File: src/rtl/wbuf_pkg.sv
package wbuf_pkg;

  // Read sequencer states
  typedef enum logic [1:0] {
    RD_IDLE = 2'd0,
    RD_REQ  = 2'd1,
    RD_WAIT = 2'd2,
    RD_RESP = 2'd3
  } rd_state_e;

endpackage

File: src/rtl/wbuf_match.sv
// Compares one key against every queue slot; slots hold unique addresses,
// so at most one compare is true.
module wbuf_match #(
  parameter int AW    = 8,
  parameter int DEPTH = 4,
  localparam int IW   = (DEPTH > 1) ? $clog2(DEPTH) : 1
) (
  input  logic [DEPTH-1:0]         slot_vld,
  input  logic [DEPTH-1:0][AW-1:0] slot_addr,
  input  logic [AW-1:0]            key,
  output logic                     hit,
  output logic [IW-1:0]            idx
);

  logic [DEPTH-1:0] eq;

  genvar g;
  generate
    for (g = 0; g < DEPTH; g++) begin : g_cmp
      assign eq[g] = slot_vld[g] && (slot_addr[g] == key);
    end
  endgenerate

  assign hit = |eq;

  always_comb begin
    idx = '0;
    for (int i = DEPTH - 1; i >= 0; i--) begin
      if (eq[i]) idx = IW'(i);
    end
  end

endmodule

File: src/rtl/wbuf_queue.sv
// Circular store queue with in-place merge and per-slot valid bits.
module wbuf_queue #(
  parameter int AW    = 8,
  parameter int DW    = 64,
  parameter int DEPTH = 4,
  localparam int IW   = (DEPTH > 1) ? $clog2(DEPTH) : 1,
  localparam int CW   = $clog2(DEPTH + 1)
) (
  input  logic                     clk,
  input  logic                     rst_n,
  input  logic                     push_en,
  input  logic                     merge_en,
  input  logic [IW-1:0]            merge_idx,
  input  logic [AW-1:0]            in_addr,
  input  logic [DW-1:0]            in_data,
  input  logic                     pop_en,
  output logic [DEPTH-1:0]         slot_vld,
  output logic [DEPTH-1:0][AW-1:0] slot_addr,
  output logic [DEPTH-1:0][DW-1:0] slot_data,
  output logic [IW-1:0]            head_idx,
  output logic [CW-1:0]            count,
  output logic                     full,
  output logic                     empty
);

  logic [DEPTH-1:0]         vld_q, vld_d;
  logic [IW-1:0]            head_q, head_d, tail_q, tail_d;
  logic [CW-1:0]            cnt_q, cnt_d;
  logic [DEPTH-1:0]         addr_we, data_we;
  logic [DEPTH-1:0][AW-1:0] addr_q;
  logic [DEPTH-1:0][DW-1:0] data_q;

  function automatic logic [IW-1:0] ptr_inc(input logic [IW-1:0] p);
    return (p == IW'(DEPTH - 1)) ? '0 : p + IW'(1);
  endfunction

  // next state
  always_comb begin
    vld_d   = vld_q;
    head_d  = head_q;
    tail_d  = tail_q;
    cnt_d   = cnt_q;
    addr_we = '0;
    data_we = '0;
    if (pop_en) begin
      vld_d[head_q] = 1'b0;
      head_d        = ptr_inc(head_q);
    end
    if (push_en) begin
      vld_d[tail_q]   = 1'b1;
      tail_d          = ptr_inc(tail_q);
      addr_we[tail_q] = 1'b1;
      data_we[tail_q] = 1'b1;
    end
    if (merge_en) begin
      data_we[merge_idx] = 1'b1;
    end
    case ({push_en, pop_en})
      2'b10:   cnt_d = cnt_q + CW'(1);
      2'b01:   cnt_d = cnt_q - CW'(1);
      default: cnt_d = cnt_q;
    endcase
  end

  // control registers
  always_ff @(posedge clk or negedge rst_n) begin
    if (!rst_n) begin
      vld_q  <= '0;
      head_q <= '0;
      tail_q <= '0;
      cnt_q  <= '0;
    end else begin
      vld_q  <= vld_d;
      head_q <= head_d;
      tail_q <= tail_d;
      cnt_q  <= cnt_d;
    end
  end

  // payload storage, enabled per slot, not reset
  genvar g;
  generate
    for (g = 0; g < DEPTH; g++) begin : g_slot
      always_ff @(posedge clk) begin
        if (addr_we[g]) addr_q[g] <= in_addr;
      end
      always_ff @(posedge clk) begin
        if (data_we[g]) data_q[g] <= in_data;
      end
    end
  endgenerate

  assign slot_vld  = vld_q;
  assign slot_addr = addr_q;
  assign slot_data = data_q;
  assign head_idx  = head_q;
  assign count     = cnt_q;
  assign full      = (cnt_q == CW'(DEPTH));
  assign empty     = (cnt_q == '0);

endmodule

File: src/rtl/wbuf_rdctl.sv
// Single-outstanding read sequencer: forward, or go downstream and wait.
module wbuf_rdctl
  import wbuf_pkg::*;
#(
  parameter int AW = 8,
  parameter int DW = 64
) (
  input  logic          clk,
  input  logic          rst_n,
  input  logic          rd_valid,
  input  logic [AW-1:0] rd_addr,
  output logic          rd_ready,
  input  logic          fwd_hit,
  input  logic [DW-1:0] fwd_data,
  output logic          rq_valid,
  output logic [AW-1:0] rq_addr,
  input  logic          rq_ready,
  input  logic          rs_valid,
  input  logic [DW-1:0] rs_data,
  output logic          rsp_valid,
  output logic [DW-1:0] rsp_data,
  output logic          busy
);

  rd_state_e     st_q, st_d;
  logic [AW-1:0] addr_q;
  logic [DW-1:0] data_q, data_in;
  logic          addr_we, data_we;

  always_comb begin
    st_d    = st_q;
    addr_we = 1'b0;
    data_we = 1'b0;
    data_in = rs_data;
    case (st_q)
      RD_IDLE: begin
        if (rd_valid) begin
          if (fwd_hit) begin
            data_we = 1'b1;
            data_in = fwd_data;
            st_d    = RD_RESP;
          end else begin
            addr_we = 1'b1;
            st_d    = RD_REQ;
          end
        end
      end
      RD_REQ: begin
        if (rq_ready) st_d = RD_WAIT;
      end
      RD_WAIT: begin
        if (rs_valid) begin
          data_we = 1'b1;
          st_d    = RD_RESP;
        end
      end
      default: st_d = RD_IDLE;
    endcase
  end

  always_ff @(posedge clk or negedge rst_n) begin
    if (!rst_n) st_q <= RD_IDLE;
    else        st_q <= st_d;
  end

  always_ff @(posedge clk) begin
    if (addr_we) addr_q <= rd_addr;
  end

  always_ff @(posedge clk) begin
    if (data_we) data_q <= data_in;
  end

  assign rd_ready  = (st_q == RD_IDLE);
  assign rq_valid  = (st_q == RD_REQ);
  assign rq_addr   = addr_q;
  assign rsp_valid = (st_q == RD_RESP);
  assign rsp_data  = data_q;
  assign busy      = (st_q != RD_IDLE);

endmodule

File: src/rtl/wbuf_top.sv
module wbuf_top #(
  parameter int AW    = 8,
  parameter int DW    = 64,
  parameter int DEPTH = 4
) (
  input  logic          clk,
  input  logic          rst_n,
  input  logic          wr_valid,
  output logic          wr_ready,
  input  logic [AW-1:0] wr_addr,
  input  logic [DW-1:0] wr_data,
  input  logic          rd_valid,
  output logic          rd_ready,
  input  logic [AW-1:0] rd_addr,
  output logic          rsp_valid,
  output logic [DW-1:0] rsp_data,
  output logic          ds_valid,
  input  logic          ds_ready,
  output logic          ds_we,
  output logic [AW-1:0] ds_addr,
  output logic [DW-1:0] ds_wdata,
  input  logic          ds_rvalid,
  input  logic [DW-1:0] ds_rdata
);

  localparam int IW = (DEPTH > 1) ? $clog2(DEPTH) : 1;
  localparam int CW = $clog2(DEPTH + 1);

  logic [DEPTH-1:0]         slot_vld;
  logic [DEPTH-1:0][AW-1:0] slot_addr;
  logic [DEPTH-1:0][DW-1:0] slot_data;
  logic [IW-1:0]            head_idx, w_idx, r_idx;
  logic [CW-1:0]            q_count;
  logic                     q_full, q_empty;
  logic                     w_hit, rd_fwd_hit;
  logic                     wr_fire, merge_en, push_en, pop_en;
  logic                     rq_valid, rd_busy, drain_ok;
  logic [AW-1:0]            rq_addr;

  // store side lookup (merge)
  wbuf_match #(.AW(AW), .DEPTH(DEPTH)) u_wmatch (
    .slot_vld  (slot_vld),
    .slot_addr (slot_addr),
    .key       (wr_addr),
    .hit       (w_hit),
    .idx       (w_idx)
  );

  // read side lookup (forward)
  wbuf_match #(.AW(AW), .DEPTH(DEPTH)) u_rmatch (
    .slot_vld  (slot_vld),
    .slot_addr (slot_addr),
    .key       (rd_addr),
    .hit       (rd_fwd_hit),
    .idx       (r_idx)
  );

  assign wr_ready = !q_full;
  assign wr_fire  = wr_valid && wr_ready;
  assign pop_en   = ds_valid && ds_ready && ds_we;
  // never merge into the entry that leaves this cycle
  assign merge_en = wr_fire && w_hit && !(pop_en && (w_idx == head_idx));
  assign push_en  = wr_fire && !merge_en;

  wbuf_queue #(.AW(AW), .DW(DW), .DEPTH(DEPTH)) u_queue (
    .clk       (clk),
    .rst_n     (rst_n),
    .push_en   (push_en),
    .merge_en  (merge_en),
    .merge_idx (w_idx),
    .in_addr   (wr_addr),
    .in_data   (wr_data),
    .pop_en    (pop_en),
    .slot_vld  (slot_vld),
    .slot_addr (slot_addr),
    .slot_data (slot_data),
    .head_idx  (head_idx),
    .count     (q_count),
    .full      (q_full),
    .empty     (q_empty)
  );

  wbuf_rdctl #(.AW(AW), .DW(DW)) u_rdctl (
    .clk       (clk),
    .rst_n     (rst_n),
    .rd_valid  (rd_valid),
    .rd_addr   (rd_addr),
    .rd_ready  (rd_ready),
    .fwd_hit   (rd_fwd_hit),
    .fwd_data  (slot_data[r_idx]),
    .rq_valid  (rq_valid),
    .rq_addr   (rq_addr),
    .rq_ready  (ds_ready),
    .rs_valid  (ds_rvalid),
    .rs_data   (ds_rdata),
    .rsp_valid (rsp_valid),
    .rsp_data  (rsp_data),
    .busy      (rd_busy)
  );

  // downstream arbitration: read first, stores only when reads are quiet
  assign drain_ok = !rd_busy && !rd_valid && !q_empty;
  assign ds_valid = rq_valid || drain_ok;
  assign ds_we    = !rq_valid;
  assign ds_addr  = rq_valid ? rq_addr : slot_addr[head_idx];
  assign ds_wdata = slot_data[head_idx];

endmodule

File: config.mk
export PLATFORM = sky130hd
export DESIGN_NAME = wbuf_top
export DESIGN_NICKNAME = d
export VERILOG_FILES = /design/src/rtl/wbuf_pkg.sv /design/src/rtl/wbuf_match.sv /design/src/rtl/wbuf_queue.sv /design/src/rtl/wbuf_rdctl.sv /design/src/rtl/wbuf_top.sv
export SDC_FILE = /design/constraint.sdc
export NUM_CORES = 1
export LEC_CHECK = 0
export ABC_AREA = 0
export BUFFER_PORTS_ARGS = -buffer_cell sky130_fd_sc_hd__clkbuf_2
export CAP_MARGIN = 0
export CORE_MARGIN = 4
export CORE_UTILIZATION = 45
export DETAILED_ROUTE_END_ITERATION = 10
export PLACE_DENSITY = 0.63
export SLEW_MARGIN = 20
export SYNTH_ARGS = -nofsm -noshare
export SYNTH_HDL_FRONTEND = slang
export SYNTH_SLANG_ARGS = --single-unit
File: constraint.sdc
create_clock -name clk -period 10.2 [get_ports clk]
set_clock_uncertainty 0.15 [all_clocks]
set_input_delay 2.04 -clock clk [delete_from_list [all_inputs] [get_ports clk]]
set_output_delay 2.04 -clock clk [all_outputs]
set_load 0.005 [all_outputs]
==> summary by stage, run 1 <==
Worst setup path
The flop-to-flop setup slack is 6300 ps. The startpoint identified for the worst register-to-register timing path is u_queue.slot_addr[23]$_DFFE_PP_. The reg-to-reg critical path endpoint is u_rdctl.rsp_data[18]$_DFFE_PP_. The most critical setup path has its startpoint at u_queue.head_idx[0]$_DFFE_PN0N_.

STA classifies the critical path endpoint as a primary output. The type of the worst setup path is reg -> out. The worst endpoint required time is 8010 ps. The highest net fanout along the worst path is 46. The critical path ends at ds_wdata[11].

STA classifies the critical path startpoint as a flop. The worst register-to-register path has a depth of 9. Data on the critical path arrives at its endpoint at 3070 ps.

Synth
The sequential element share of the synthesized area is 0.659. In this run the mean area of a mapped cell was 14.7 um2. Ranked by total cell area, the synthesized netlist is headed by sky130_fd_sc_hd__edfxtp_1 64%, sky130_fd_sc_hd__mux4_2 9.6%, sky130_fd_sc_hd__xnor2_1 3.3%. Synthesis produced a netlist whose cell count is 1151. The number of different library cells used by synthesis comes to 51. The dominant cell type by area after synthesis is sky130_fd_sc_hd__edfxtp_1.

After synthesis the netlist holds a flip-flop and latch count of 373. The fraction of registers with async set/reset is 0.0349. The count of flip-flops with a built-in enable after synthesis is 360.

The cell area that synthesis handed to floorplanning was 16900 um2. The flip-flop cell with the highest count after synthesis is sky130_fd_sc_hd__edfxtp_1. The number of warnings reported in the yosys synthesis log is 0. When the netlist entered floorplanning its net count stood at 1315. The top cell type's share of synthesized area is 0.640.

GRT
The number of antenna violations at the first check in global routing came to 6. The first global-routing pass estimated 71400 um of wire. For this run, global-route usage on met1 was measured as 0.313. Entering global routing, the biggest net connects 71 pins.

The number of global-route vias before repair came to 11600. The routing usage on met2 is 0.369. Summed over all layers, the global routing overflow is 0. For met3 alone, demand over resource in global routing was 0.0506. Across every metal layer, demand over resource in global routing totals 0.230. The busiest layer in global routing is met2.

Clock tree
The quantity of gates resized following cts is 0. In this run the post-CTS setup repair buffer count came out at 0. The maximum clock path buffer count is 3.

The H-tree generated during clock tree synthesis spans 2 levels. The CTS sink count is 373. The CTS tree is yes. In this run, CTS created clock tree buffers numbering 41. The clock tree root buffer cell is sky130_fd_sc_hd__clkbuf_16.

The insertion delay of the later-clocked pin in the worst-skew pair is 550 ps. The count of hold buffers inserted by post-cts repair is 0. The clock-pin slew on the worst setup and hold paths is 60 ps.

Placed design
In this run the cell area measured after placement is 18800 um2. In this run the tool buffered the top-level ports with 290 buffer cells. The routability-driven placement congestion ratio is 0.902. Including well taps, the total number of placed cells is 1840. The HPWL reported at the end of detailed placement is 29800 um.

Floorplan
The total core area is 36800 um2. The initial utilization of the core area, before any placement, comes to 0.459. The number of ports placed on the die boundary is 291.

The floorplan has 70 rows. Measured along the y axis, the die boundary spans 202 um. The full die area is 40700 um2. The x dimension of the die is 202 um.

STA
Setup violations remaining at the end of the flow were counted as 0. The number of slew-limit violations in the final report is 0. The relative max-transition margin is 0.284. The part of the cycle the worst path needs is 0.515. Setup repair after global routing left no endpoint under its margin.

At the pin with the least slew margin, the transition time is 1070 ps. The minimum clock period is 5260 ps. Derived from the worst setup path, the maximum achievable clock frequency is 190 MHz.

The final hold violation count came to 0. Across all hold checks on the routed design, the worst slack comes to 346 ps.

Route
The routed design has 47300 um of wire. In this run the remaining antenna-violating nets after routing total 0. The first-pass iteration count of the detailed router is 5. After detailed routing, the number of remaining DRC violations is 0.

The via-per-instance ratio is 5.88. The number of DRC markers after the initial detailed-route iteration is 898. The routed layout has 11300 vias. The routed wirelength normalized by instance count is 24.7 um.

Job
The number of maximum-capacitance violations is 0.

Final layout
Counting the fill cells in the layout gives 3060. The count of cells in the finished layout, fillers not included, comes to 1916. With fillers left out, the area of the finished cells amounts to 20100 um2. The area growth from synthesis to layout is 19.1%. The net count reported at finish is 1579. In the final layout, the share of cells above drive strength 1 is 0.318.

Pwr
The analysis attributes to cell leakage a power of 7.18 nW. The power density over the cells is 252 nW/um2. The total power draw is 5.07 mW. The worst vdd rail ir drop is 172 uV.

Worst hold path
The worst hold path class is reg -> reg.

Outcome
The run finished with clean final reports.
placed cells by master (no fill, tap or decap), drive strengths merged, types with 12 or more instances in the layout:
cell type    n
buf         22
nand3       16
nor2        70
o21ai       53
clkinv      12
edfxtp     360
a2bb2oi     19
xnor2       64
a221oi      19
a21oi       50
dfrtp       13
a31oi       45
a221o       15
ha          13
o211ai      45
inv         16
clkbuf     343
mux4        72
nand2      127
final cells by class:
| cell class | instances | area (um2) | area share |
|---|---|---|---|
| multi-input combinational | 673 | 5380 | 0.267 |
| timing repair buffer | 312 | 1620 | 0.0804 |
| antenna | 3 | 7.51 | 0.000373 |
| sequential | 373 | 11100 | 0.554 |
| inverter | 14 | 52.6 | 0.00261 |
| clock buffer | 53 | 1110 | 0.0554 |
| clock inverter | 20 | 210 | 0.0105 |
| tap | 468 | 586 | 0.0291 |
cells by family (layout without fill, tap and decap cells):
| group | Yosys count | count (layout) | share of synthesized area |
|---|---|---|---|
| xor+xnor | 67 | 67 | 0.0352 |
| flops | 373 | 373 | 0.659 |
| buf+inv | 105 | 399 | 0.0271 |
| mux | 77 | 77 | 0.0991 |
| compound gates | 265 | 265 | 0.105 |
| other cells | 0 | 3 | 0 |
| fa+ha+maj | 14 | 14 | 0.0108 |
| simple gates | 250 | 250 | 0.0632 |
how the worst min path moves through the flow:
| stage | startpoint | endpoint | slack, ps | depth (start not counted) |
|---|---|---|---|---|
| 2_1_floorplan | u_queue.count[2]$_DFFE_PN0P_ | u_queue.count[2]$_DFFE_PN0P_ | 310 | 1 |
| 3_3_place_gp | u_queue.count[0]$_DFFE_PN0P_ | u_queue.count[0]$_DFFE_PN0P_ | 340 | 1 |
| 3_5_place_dp | u_queue.count[2]$_DFFE_PN0P_ | u_queue.count[2]$_DFFE_PN0P_ | 340 | 1 |
| 4_1_cts | u_queue.count[2]$_DFFE_PN0P_ | u_queue.count[2]$_DFFE_PN0P_ | 350 | 1 |
| 5_1_grt | u_queue.count[2]$_DFFE_PN0P_ | u_queue.count[2]$_DFFE_PN0P_ | 370 | 1 |
| 6_report | u_queue.count[2]$_DFFE_PN0P_ | u_queue.count[2]$_DFFE_PN0P_ | 350 | 1 |
through the flow:
stage,setup TNS [ps],worst slack (ps),util
detailed placement,0,4500,0.510
global route,0,4790,0.547
CTS,0,4870,0.546
floorplan,-130160,-678,-
finish,0,4940,0.547
global placement,0,4590,0.510
flip-flops by register name (all words and copies together) (netlist names):
| register | cells |
|---|---|
| u_queue.tail_q | 2 |
| u_queue.count | 3 |
| u_rdctl.rsp_data | 64 |
| u_queue.slot_vld | 4 |
| u_queue.slot_data | 256 |
| u_queue.head_idx | 2 |
| u_rdctl.st_q | 2 |
| u_rdctl.rq_addr | 8 |
| u_queue.slot_addr | 32 |
cells in the mapped netlist (all sizes together), types with 4 or more instances:
cell     instances
a221o           15
mux4            72
edfxtp         360
o41ai            4
a221oi          19
o21ai           53
a21o             5
xnor2           64
a31oi           45
nor3             6
clkbuf          52
nand2          127
inv             14
o211ai          45
nand4           11
a2bb2oi         19
dfrtp           13
or3              4
nor2            70
nand3           16
a21oi           50
buf             39
ha              13
layer usage:
metal	vias to the layer above	share of wire
met2	471	0.48
met3	72	0.079
met5	-	0.00078
met4	6	0.026
met1	5662	0.42
li1	5050	-
worst max-delay path: stages, from the launching register on:
cell                       delay, ps
sky130_fd_sc_hd__dfrtp_4         800
sky130_fd_sc_hd__buf_4           820
sky130_fd_sc_hd__mux4_2          660
sky130_fd_sc_hd__clkbuf_2        150
where the power goes:
part / internal (mW) / switching [mW] / leakage (nW)
Sequential: 2.04 / 0.204 / 3.44
Clock: 0.872 / 0.590 / 0.636
Combinational: 0.618 / 0.751 / 3.10
Power figures use the tool's default switching activity.
==> run 2: changes to the inputs <==
clock period = 5.4 ns   (was 10.2 ns; I/O delays follow)
==> run 2 against run 1 <==
Compared with the run above: total power up 88%; first-iteration DRC count up 3.7%; via count up 1.1%; worst setup slack worse by 3800 ps; sequential share of layout area down 0.21 points; combinational power up 90%; sequential cell count unchanged; cell area up 0.38%; utilization up 0.21 points; non-clock buffer count up 4; critical endpoint is now ds_wdata[7].
==> summary by stage, run 2 (synthesis results as in run 1) <==
Outcome
The run finished with clean final reports.

STA
The highest clock rate is 234 MHz. The total setup violations reported at the end of the flow is 0 (unchanged). The number of slew-limit violations in the final report is 0 (unchanged).

Setup repair after global routing left no endpoint under its margin. Dividing the final minimum period by the clock period gives 0.791. The least setup slack across all paths after layout is 1130 ps (-3820 ps).

The final hold violation count is 0 (unchanged). The minimum clock period is 4270 ps. The transition at the pin with the smallest max-transition slack is 1060 ps (-10.9 ps). The relative max-transition margin was 0.284 (+0.000632).

Worst setup path
Broken down by cell family, the worst path's largest delay share belongs to flip-flops. On the critical path, the stage with the largest delay is an instance of sky130_fd_sc_hd__dfrtp_4. The flop-to-flop setup slack came to 1860 ps (-4440 ps).

The startpoint of the lowest-slack register-to-register path is u_queue.slot_addr[12]$_DFFE_PP_. The worst setup path is captured at a primary output. The worst endpoint required time is 4170 ps (-3840 ps).

The depth of the worst register-to-register path was 8 (-1). The number of buffer and inverter stages on the critical path is 2 (unchanged). Traced cell by cell, the critical path runs through buf_4 -> mux4_2 -> clkbuf_2. The data arrival time of the critical path is 3040 ps (-30 ps). The startpoint type of the worst setup path is a flop. The critical path in this run is classified as reg -> out.

The reg-to-reg critical path endpoint is u_queue.slot_data[47]$_DFFE_PP_. The highest net fanout along the worst path is 54 (+17%). The delay of the slowest cell on the worst path was 1070 ps (+250 ps).

Worst hold path
The tightest min-delay check is of the in -> async type.

GRT
The number of global-route vias before repair is 11500 (-1.1%). The number of antenna violations at the first check in global routing is 5 (-1). The maximum number of pins on one net before global-route repair was 69 (-2.8%). The first-pass GRT wire length was 72200 um (+1.1%). The global-route usage over all layers is 0.232 (+0.00253).

The total overflow reported by the global router is 0 (unchanged).

Clock tree
The H-tree level count came to 2 (unchanged). The post-CTS repair timing setup buffer count came to 0 (unchanged). The maximum clock path buffer count came to 3 (unchanged). CTS placed an instance of sky130_fd_sc_hd__clkbuf_16 at the clock tree root.

The quantity of gates resized following cts came to 0 (unchanged). The number of buffers created by CTS came to 40 (-2.4%). The count of hold buffers inserted by post-cts repair is 0 (unchanged). The CTS sink count is 373 (unchanged).

TritonCTS built the clock tree. The clock-pin slew on the worst setup and hold paths is 60 ps (about the same). The insertion delay of the later-clocked pin in the worst-skew pair was 550 ps (about the same).

Final layout
The flip-flop count of the largest register after layout came to 256 (unchanged). The library cell used most frequently in the layout, excluding fill and tap cells, is sky130_fd_sc_hd__edfxtp_1. The count of non-filler cells in the finished layout is 1918 (+0.10%).

From synthesis to final layout, the design area changed by 19.5%. The ratio of cells with drive above 1 in the final layout is 0.321 (+0.00279). In the layout the commonest cells are 360 x sky130_fd_sc_hd__edfxtp_1, 290 x sky130_fd_sc_hd__clkbuf_2, 127 x sky130_fd_sc_hd__nand2_1, 72 x sky130_fd_sc_hd__mux4_2, 70 x sky130_fd_sc_hd__nor2_1. The net count reported at finish is 1582 (+0.19%).

Route
The via-per-instance ratio came to 5.94 (+0.99%). The number of DRC markers after the initial detailed-route iteration was 931 (+3.7%). The first-pass iteration count of the detailed router was 5 (unchanged). The final antenna-violating net count is 0 (unchanged). The via count came to 11400 (+1.1%).

The routed wirelength normalized by instance count is 25.2 um (+1.9%). The routed wire length is 48300 um (+2.0%). The DRC violation count after routing was 0 (unchanged).

Placed design
The routability-driven placement congestion ratio is 0.944 (+4.7%). The count of input and output buffers is 290 (unchanged). The number of cells after detailed placement is 1844 (+0.22%). The worst slack after detailed placement is 1040 ps (-3460 ps). The HPWL reported at the end of detailed placement was 31300 um (+4.8%).

Floorplan
The initial core utilization is 0.459 (unchanged). The x dimension of the die is 202 um (unchanged). The vertical die dimension was 202 um (unchanged). The total core area is 36800 um2 (unchanged). The number of placement rows is 70 (unchanged). The number of ports placed on the die boundary is 291 (unchanged). The full die area came to 40700 um2 (unchanged).

Pwr
The worst vdd rail ir drop is 242 uV (+41%). The power density over the cells is 472 nW/um2 (+87%). The static leakage power is 7.22 nW (+0.54%).

Job
The number of maximum-capacitance violations came to 0 (unchanged).
run 2: cell types whose count changed in the layout (fill, tap and decap cells not counted), moves of 3 or more:
cell,delta
sky130_fd_sc_hd__o41ai_4,+3
sky130_fd_sc_hd__buf_12,+5
sky130_fd_sc_hd__clkbuf_8,+3
sky130_fd_sc_hd__clkinv_1,-6
sky130_fd_sc_hd__o41ai_2,-3
sky130_fd_sc_hd__clkinv_2,+5
sky130_fd_sc_hd__clkbuf_1,+4
run 2: cell type report:
cell class / instances / area, um2
fillers: 3000 / 16600
flip-flops and latches: 373 / 11100
multi-input cells: 673 / 5410
repair buffers: 316 / 1710
clock buffers: 58 / 1120
well taps: 468 / 586
clock inverters: 14 / 156
inverters: 14 / 52.6
diodes: 2 / 5.00
run 2: metal layers:
metal,global-route usage,share of wire
met1,0.320,0.41
met2,0.372,0.48
met3,0.0516,0.079
met4,0.0735,0.029
met5,0,0.00070
run 2: metrics by stage:
stage	hold slack (ps)	utilization	area [um2]	total power, mW	TNS (ps)
floorplan	314	-	16900	5.74	-336450
global placement	333	0.514	18900	6.94	0
detailed placement	334	0.514	18900	6.98	0
CTS	286	0.549	20200	9.63	0
global route	310	0.549	20200	9.99	0
finish	301	0.549	20200	9.53	0
run 2: worst register-to-register path: cells and delay by family (launching register included):
family / cells / cell delay [ps]
buffers and inverters: 1 / 380
AOI/OAI and AO/OA: 2 / 720
DFF: 1 / 460
xor gates and xnor gates: 1 / 300
and+or+nand+nor: 4 / 1220
run 2: worst max path at each step:
| stage | start | cells after the start | endpoint | slack, ps |
|---|---|---|---|---|
| 2_1_floorplan | wr_addr[0] | 8 | u_queue.slot_data[100]$_DFFE_PP_ | -1470 |
| 3_3_place_gp | wr_addr[3] | 9 | u_queue.slot_data[55]$_DFFE_PP_ | 1110 |
| 3_5_place_dp | wr_addr[0] | 8 | u_queue.slot_data[47]$_DFFE_PP_ | 1040 |
| 4_1_cts | u_queue.head_idx[0]$_DFFE_PN0N_ | 3 | ds_wdata[31] | 1060 |
| 5_1_grt | u_queue.head_idx[0]$_DFFE_PN0N_ | 3 | ds_wdata[7] | 940 |
| 6_report | u_queue.head_idx[0]$_DFFE_PN0N_ | 3 | ds_wdata[7] | 1130 |
run 2: power by group:
part	internal (mW)	switching, mW
sequential	3.84	0.435
combinational	1.21	1.40
clock	1.55	1.11
